<file path="config.mk">
export PLATFORM = sky130hd
export DESIGN_NAME = pc_sequencer
export DESIGN_NICKNAME = d
export VERILOG_FILES = /design/src/rtl/pcseq_pkg.sv /design/src/rtl/pcseq_phase.sv /design/src/rtl/pcseq_stack.sv /design/src/rtl/pcseq_next.sv /design/src/rtl/pc_sequencer.sv
export SDC_FILE = /design/constraint.sdc
export NUM_CORES = 1
export LEC_CHECK = 0
export BUFFER_PORTS_ARGS = -buffer_cell sky130_fd_sc_hd__buf_2
export CELL_PAD_IN_SITES_DETAIL_PLACEMENT = 1
export CELL_PAD_IN_SITES_GLOBAL_PLACEMENT = 1
export CORE_MARGIN = 1.5
export CORE_UTILIZATION = 31
export DETAILED_ROUTE_END_ITERATION = 6
export PLACE_DENSITY_LB_ADDON = 0.1
export RECOVER_POWER = 50
export SLEW_MARGIN = 10
export SYNTH_ARGS = -nofsm -noshare
export SYNTH_HDL_FRONTEND = slang
export SYNTH_HIERARCHICAL = 1
export SYNTH_SLANG_ARGS = --single-unit
</file>
<file path="constraint.sdc">
create_clock -name clk -period 5 [get_ports clk]
set_input_delay 1 -clock clk [delete_from_list [all_inputs] [get_ports clk]]
set_output_delay 1 -clock clk [all_outputs]
set_load 0.01 [all_outputs]
</file>
<file path="src/rtl/pcseq_pkg.sv">
package pcseq_pkg;

    typedef enum logic [2:0] {
        OP_NONE  = 3'd0,
        OP_JUMP  = 3'd1,
        OP_CALL  = 3'd2,
        OP_RET   = 3'd3,
        OP_SKIP  = 3'd4,
        OP_LOWWR = 3'd5
    } ctl_op_e;

    typedef struct packed {
        logic push;
        logic pop;
        logic redirect;
    } seq_act_t;

    function automatic ctl_op_e decode_op(input logic [2:0] raw);
        case (raw)
            3'd1:    return OP_JUMP;
            3'd2:    return OP_CALL;
            3'd3:    return OP_RET;
            3'd4:    return OP_SKIP;
            3'd5:    return OP_LOWWR;
            default: return OP_NONE;
        endcase
    endfunction

endpackage

</file>
<file path="src/rtl/pcseq_phase.sv">
module pcseq_phase #(
    parameter int PHASES = 4,
    localparam int PH_W = $clog2(PHASES)
) (
    input  logic            clk,
    input  logic            rst,
    output logic [PH_W-1:0] phase_o,
    output logic            last_o
);
    logic [PH_W-1:0] phase_q;

    assign last_o  = (phase_q == PH_W'(PHASES - 1));
    assign phase_o = phase_q;

    always_ff @(posedge clk) begin
        if (rst)
            phase_q <= '0;
        else if (last_o)
            phase_q <= '0;
        else
            phase_q <= phase_q + 1'b1;
    end
endmodule

</file>
<file path="src/rtl/pcseq_stack.sv">
module pcseq_stack #(
    parameter int W     = 11,
    parameter int DEPTH = 4,
    localparam int PTR_W = $clog2(DEPTH),
    localparam int CNT_W = $clog2(DEPTH + 1)
) (
    input  logic             clk,
    input  logic             rst,
    input  logic             push_i,
    input  logic             pop_i,
    input  logic [W-1:0]     push_val_i,
    output logic [W-1:0]     top_o,
    output logic [CNT_W-1:0] depth_o
);
    logic [W-1:0]     slot [DEPTH];
    logic [PTR_W-1:0] wr_ptr;
    logic [PTR_W-1:0] rd_ptr;
    logic [CNT_W-1:0] count;
    logic [W-1:0]     last_pop;

    function automatic logic [PTR_W-1:0] ring_up(input logic [PTR_W-1:0] p);
        return (p == PTR_W'(DEPTH - 1)) ? '0 : p + 1'b1;
    endfunction

    function automatic logic [PTR_W-1:0] ring_down(input logic [PTR_W-1:0] p);
        return (p == '0) ? PTR_W'(DEPTH - 1) : p - 1'b1;
    endfunction

    assign rd_ptr  = ring_down(wr_ptr);
    assign top_o   = (count != '0) ? slot[rd_ptr] : last_pop;
    assign depth_o = count;

    always_ff @(posedge clk) begin
        if (push_i)
            slot[wr_ptr] <= push_val_i;
    end

    always_ff @(posedge clk) begin
        if (rst) begin
            wr_ptr   <= '0;
            count    <= '0;
            last_pop <= '0;
        end else if (push_i) begin
            wr_ptr <= ring_up(wr_ptr);
            if (count != CNT_W'(DEPTH))
                count <= count + 1'b1;
        end else if (pop_i && count != '0) begin
            wr_ptr   <= rd_ptr;
            count    <= count - 1'b1;
            last_pop <= slot[rd_ptr];
        end
    end
endmodule

</file>
<file path="src/rtl/pcseq_next.sv">
module pcseq_next
    import pcseq_pkg::*;
#(
    parameter int PC_W  = 11,
    parameter int LOW_W = 8,
    parameter logic [PC_W-1:0] EXT_VEC = 'h004,
    parameter logic [PC_W-1:0] TMR_VEC = 'h008
) (
    input  logic [PC_W-1:0]  pc_i,
    input  logic             dummy_i,
    input  logic [2:0]       op_raw_i,
    input  logic [PC_W-1:0]  target_i,
    input  logic [LOW_W-1:0] low_i,
    input  logic             irq_ext_i,
    input  logic             irq_tmr_i,
    input  logic [PC_W-1:0]  stack_top_i,
    output logic [PC_W-1:0]  next_pc_o,
    output seq_act_t         act_o
);
    ctl_op_e op;

    always_comb begin
        op        = decode_op(op_raw_i);
        next_pc_o = pc_i + 1'b1;
        act_o     = '0;
        if (!dummy_i) begin
            if (op == OP_NONE) begin
                if (irq_ext_i || irq_tmr_i) begin
                    act_o.push     = 1'b1;
                    act_o.redirect = 1'b1;
                    next_pc_o      = irq_ext_i ? EXT_VEC : TMR_VEC;
                end
            end else begin
                act_o.redirect = 1'b1;
                case (op)
                    OP_JUMP:  next_pc_o = target_i;
                    OP_CALL: begin
                        act_o.push = 1'b1;
                        next_pc_o  = target_i;
                    end
                    OP_RET: begin
                        act_o.pop = 1'b1;
                        next_pc_o = stack_top_i;
                    end
                    OP_LOWWR: next_pc_o = {pc_i[PC_W-1:LOW_W], low_i};
                    default:  next_pc_o = pc_i + 1'b1;
                endcase
            end
        end
    end
endmodule

</file>
<file path="src/rtl/pc_sequencer.sv">
module pc_sequencer
    import pcseq_pkg::*;
#(
    parameter int PC_W        = 11,
    parameter int LOW_W       = 8,
    parameter int STACK_DEPTH = 4,
    parameter int PHASES      = 4,
    parameter logic [PC_W-1:0] EXT_VEC = 'h004,
    parameter logic [PC_W-1:0] TMR_VEC = 'h008
) (
    input  logic                                 clk,
    input  logic                                 rst,
    input  logic [2:0]                           ctl_op,
    input  logic [PC_W-1:0]                      ctl_target,
    input  logic [LOW_W-1:0]                     pcl_wdata,
    input  logic                                 irq_ext,
    input  logic                                 irq_tmr,
    output logic [PC_W-1:0]                      fetch_addr,
    output logic [LOW_W-1:0]                     pcl_rdata,
    output logic [$clog2(PHASES)-1:0]            phase,
    output logic                                 cycle_end,
    output logic                                 flush,
    output logic [$clog2(STACK_DEPTH+1)-1:0]     stack_depth
);
    logic [PC_W-1:0] pc_q;
    logic            dummy_q;
    logic            last;
    logic [PC_W-1:0] next_pc;
    logic [PC_W-1:0] stack_top;
    seq_act_t        act;

    pcseq_phase #(.PHASES(PHASES)) u_phase (
        .clk     (clk),
        .rst     (rst),
        .phase_o (phase),
        .last_o  (last)
    );

    pcseq_next #(
        .PC_W(PC_W), .LOW_W(LOW_W), .EXT_VEC(EXT_VEC), .TMR_VEC(TMR_VEC)
    ) u_next (
        .pc_i        (pc_q),
        .dummy_i     (dummy_q),
        .op_raw_i    (ctl_op),
        .target_i    (ctl_target),
        .low_i       (pcl_wdata),
        .irq_ext_i   (irq_ext),
        .irq_tmr_i   (irq_tmr),
        .stack_top_i (stack_top),
        .next_pc_o   (next_pc),
        .act_o       (act)
    );

    pcseq_stack #(.W(PC_W), .DEPTH(STACK_DEPTH)) u_stack (
        .clk        (clk),
        .rst        (rst),
        .push_i     (last && act.push),
        .pop_i      (last && act.pop),
        .push_val_i (pc_q),
        .top_o      (stack_top),
        .depth_o    (stack_depth)
    );

    always_ff @(posedge clk) begin
        if (rst) begin
            pc_q    <= '0;
            dummy_q <= 1'b1;
        end else if (last) begin
            pc_q    <= next_pc;
            dummy_q <= act.redirect;
        end
    end

    assign fetch_addr = pc_q;
    assign pcl_rdata  = pc_q[LOW_W-1:0];
    assign flush      = dummy_q;
    assign cycle_end  = last;
endmodule

</file>
==> qor.yml <==
hold_violations: 0
min_to: "u_phase/phase_o[0]"
hpwlAfterDp_microns: 7262
r2r_cells: 11
status: "completed"
finalPower_w: 0.001339
grt_pass1_vias: 2727
die_area_sq_um: 13100
clock_path_buffers: 2
cp-end-kind: "flop"
syn-num-nets: 337
fin_nets: 381
die_w_microns: 114.5
antenna_cells: 0
gp_congestion: 0.7997
clk_latency_ps: 340
dr_total_vias: 2625
async_flop_share: 0
synth_area_sq_um: 3852
timing.hold.ws_ps: 455.2
worstPathArrival_ps: 4230
holdPathStages: 1
synth_top_area_share: 0.3430
fin_crit_sh: 0.8019
post-route-util: 0.3663
maxCapViolCount: 0
relSlewSlack: 0.2288
pre_cts_ws_ps: 1108
path_clk_slew_ps: 60
first_pass_iters: 4
track_usage: 0.1721
post_cts_resized: 0
yosys_warnings: 6
p_per_area_nw_per_um2: 303.0
synth_cell_type_count: 57
yosysSeqAreaShare: 0.4989
synthCells: 303
crit_type: "in -> reg"
fillers: 1289
antenna_found_initial: 0
numPortBuffers: 51
fin_crit_ps: 4010
h-tree-depth: 3
yosys.area.top_type: "edfxtp_1"
row_count: 40
wire_per_inst_microns: 19.73
clkSinkCount: 74
maxSlewViolCount: 0
clock.fmax_mhz: 249.4
first_iter_violations: 131
ir_drop_mv: 0.1142
final.setup.tns_ps: 0
synth_edf_count: 44
initial_core_util: 0.3194
worst_pin_slew_ps: 1157
via_per_inst: 5.048
grt-ovfl-total: 0
timing.rr.end: "fetch_addr[8]"
ctsHoldBuffers: 0
cts-buffers-inserted: 9
num_io_pins: 52
synth_ff_type: "edfxtp_1"
cts_root_buf: "clkbuf_16"
areaGrowthSynthToFinish_pct: 14.68
reg2reg_from: "u_stack/wr_ptr[0]"
grt_start_max_net_pins: 24
post-cts-setup-buffer-count: 0
synth_seq_cells: 74
cp_data_required_time_ps: 5220
setup_viol: 0
die_h_microns: 114.5
rsz0062_at_grt: "false"
r2r_slack_ps: 1720
critPathMaxFanout: 23
ant_nets: 0
grt_pass1_wl_microns: 16230
synthTopCellsByArea: "edfxtp_1, dfxtp_1, mux4_2"
cts_tree: "yes"
drive_above_1_share: 0.2443
skew_ps: 10.92
start_kind: "input pin"
drc: 0
hold_class: "reg -> reg"
wirelength_microns: 10260
core_area_sq_um: 12060
setup_ws_ps: 990.3
worstHoldStart: "u_phase/phase_o[0]"
syn_avg_cell_area_sq_um: 12.71
leakagePower_nw: 1.496
==> area by class of cell <==
class | count | area (sq um) | share of cell area
sequential | 74 | 1922 | 0.4350
tap | 168 | 210.2 | 0.04758
timing repair buffer | 55 | 251.5 | 0.05692
clock buffer | 12 | 256.5 | 0.05806
clock inverter | 4 | 27.53 | 0.006231
multi-input combinational | 201 | 1728 | 0.3911
inverter | 6 | 22.52 | 0.005098
==> critical path: stages <==
cell and delay [ps]:
clkbuf_1 830, or2_1 270, o21ai_1 110, a21oi_1 200
and2_1 140, and2_1 390, inv_1 180, fa_1 460
xnor2_1 130, o311ai_0 130, mux2_2 380
==> placed cells by master (no fill, tap or decap), drive strengths merged, types with 2 or more instances in the layout <==
cell and count:
xnor2 4, nand3 8, clkinv 4, nor3b 4, and2 10, o31ai 2, mux4 11, a211o 3
o2bb2ai 3, or2 2, edfxtp 44, mux2i 16, nor3 6, a21oi 5, mux2 17, nand2b 2
nor2b 5, nand2 7, o311ai 3, and3 6, clkbuf 39, a22oi 6, o211ai 3, o21ai 13
dfxtp 30, ha 7, xor2 6, nand3b 2, inv 6, a32oi 2, a22o 15, nor2 22
buf 28
==> metrics by stage <==
step | cell area [sq um] | instances
finish | 4418 | 520
floorplan | 3852 | 303
global placement | 4173 | 504
detailed placement | 4173 | 504
CTS | 4457 | 520
global route | 4418 | 520
==> layer usage <==
metal  global-route usage  part of all wire  vias to the layer above
li1                     -                 -                     1250
met1               0.2274              0.46                     1309
met2               0.2806              0.49                       53
met3              0.02753             0.030                       13
met4              0.07250             0.017                        0
met5                    0                 0                        -
==> sequential cells by signal (all words and copies together) (netlist names) <==
register / cells
u_stack/last_pop: 11
fetch_addr: 11
u_stack/slot: 44
u_phase/phase_o: 2
u_stack/wr_ptr: 2
flush: 1
u_stack/depth_o: 3
==> logic make-up (layout without fill, tap and decap cells) <==
| kind of cell | count (synthesis) | after routing | share of synthesized area |
|---|---|---|---|
| compound gates | 61 | 61 | 0.1218 |
| xor+xnor | 10 | 10 | 0.02273 |
| fa+ha+maj | 8 | 8 | 0.02793 |
| buf+inv | 28 | 77 | 0.05132 |
| flops | 74 | 74 | 0.4989 |
| mux | 44 | 44 | 0.1604 |
| simple gates | 78 | 78 | 0.1169 |
==> worst max path at each step <==
stage / start / to / slack [ps] / depth (start not counted)
5_1_grt: ctl_op[0] / u_stack/depth_o[2] / 700 / 11
3_5_place_dp: ctl_op[0] / u_stack/depth_o[2] / 1110 / 11
2_1_floorplan: ctl_op[1] / u_stack/depth_o[2] / 1950 / 11
4_1_cts: ctl_op[0] / u_stack/depth_o[2] / 1450 / 11
6_report: ctl_op[0] / u_stack/depth_o[2] / 990 / 11
3_3_place_gp: ctl_op[0] / u_stack/depth_o[2] / 1180 / 11
==> synth_stat cells, types with 7 or more instances <==
cell type  number
mux2i_1        16
nor2_1         21
mux2_2         13
edfxtp_1       44
a22o_2          9
nand3_1         8
ha_1            7
dfxtp_1        30
nand2_1         7
o21ai_1         9
and2_1         10
buf_4          10
mux4_2          9
==> report_power, final <==
part           switching (W)   total, W  internal [W]  leakage [nW]
Clock               0.000250   0.000613      0.000363         0.143
Combinational      0.0000441  0.0000754     0.0000313         0.745
Sequential        0.00000677   0.000650      0.000644         0.608
(Power assumes the default switching activity.)
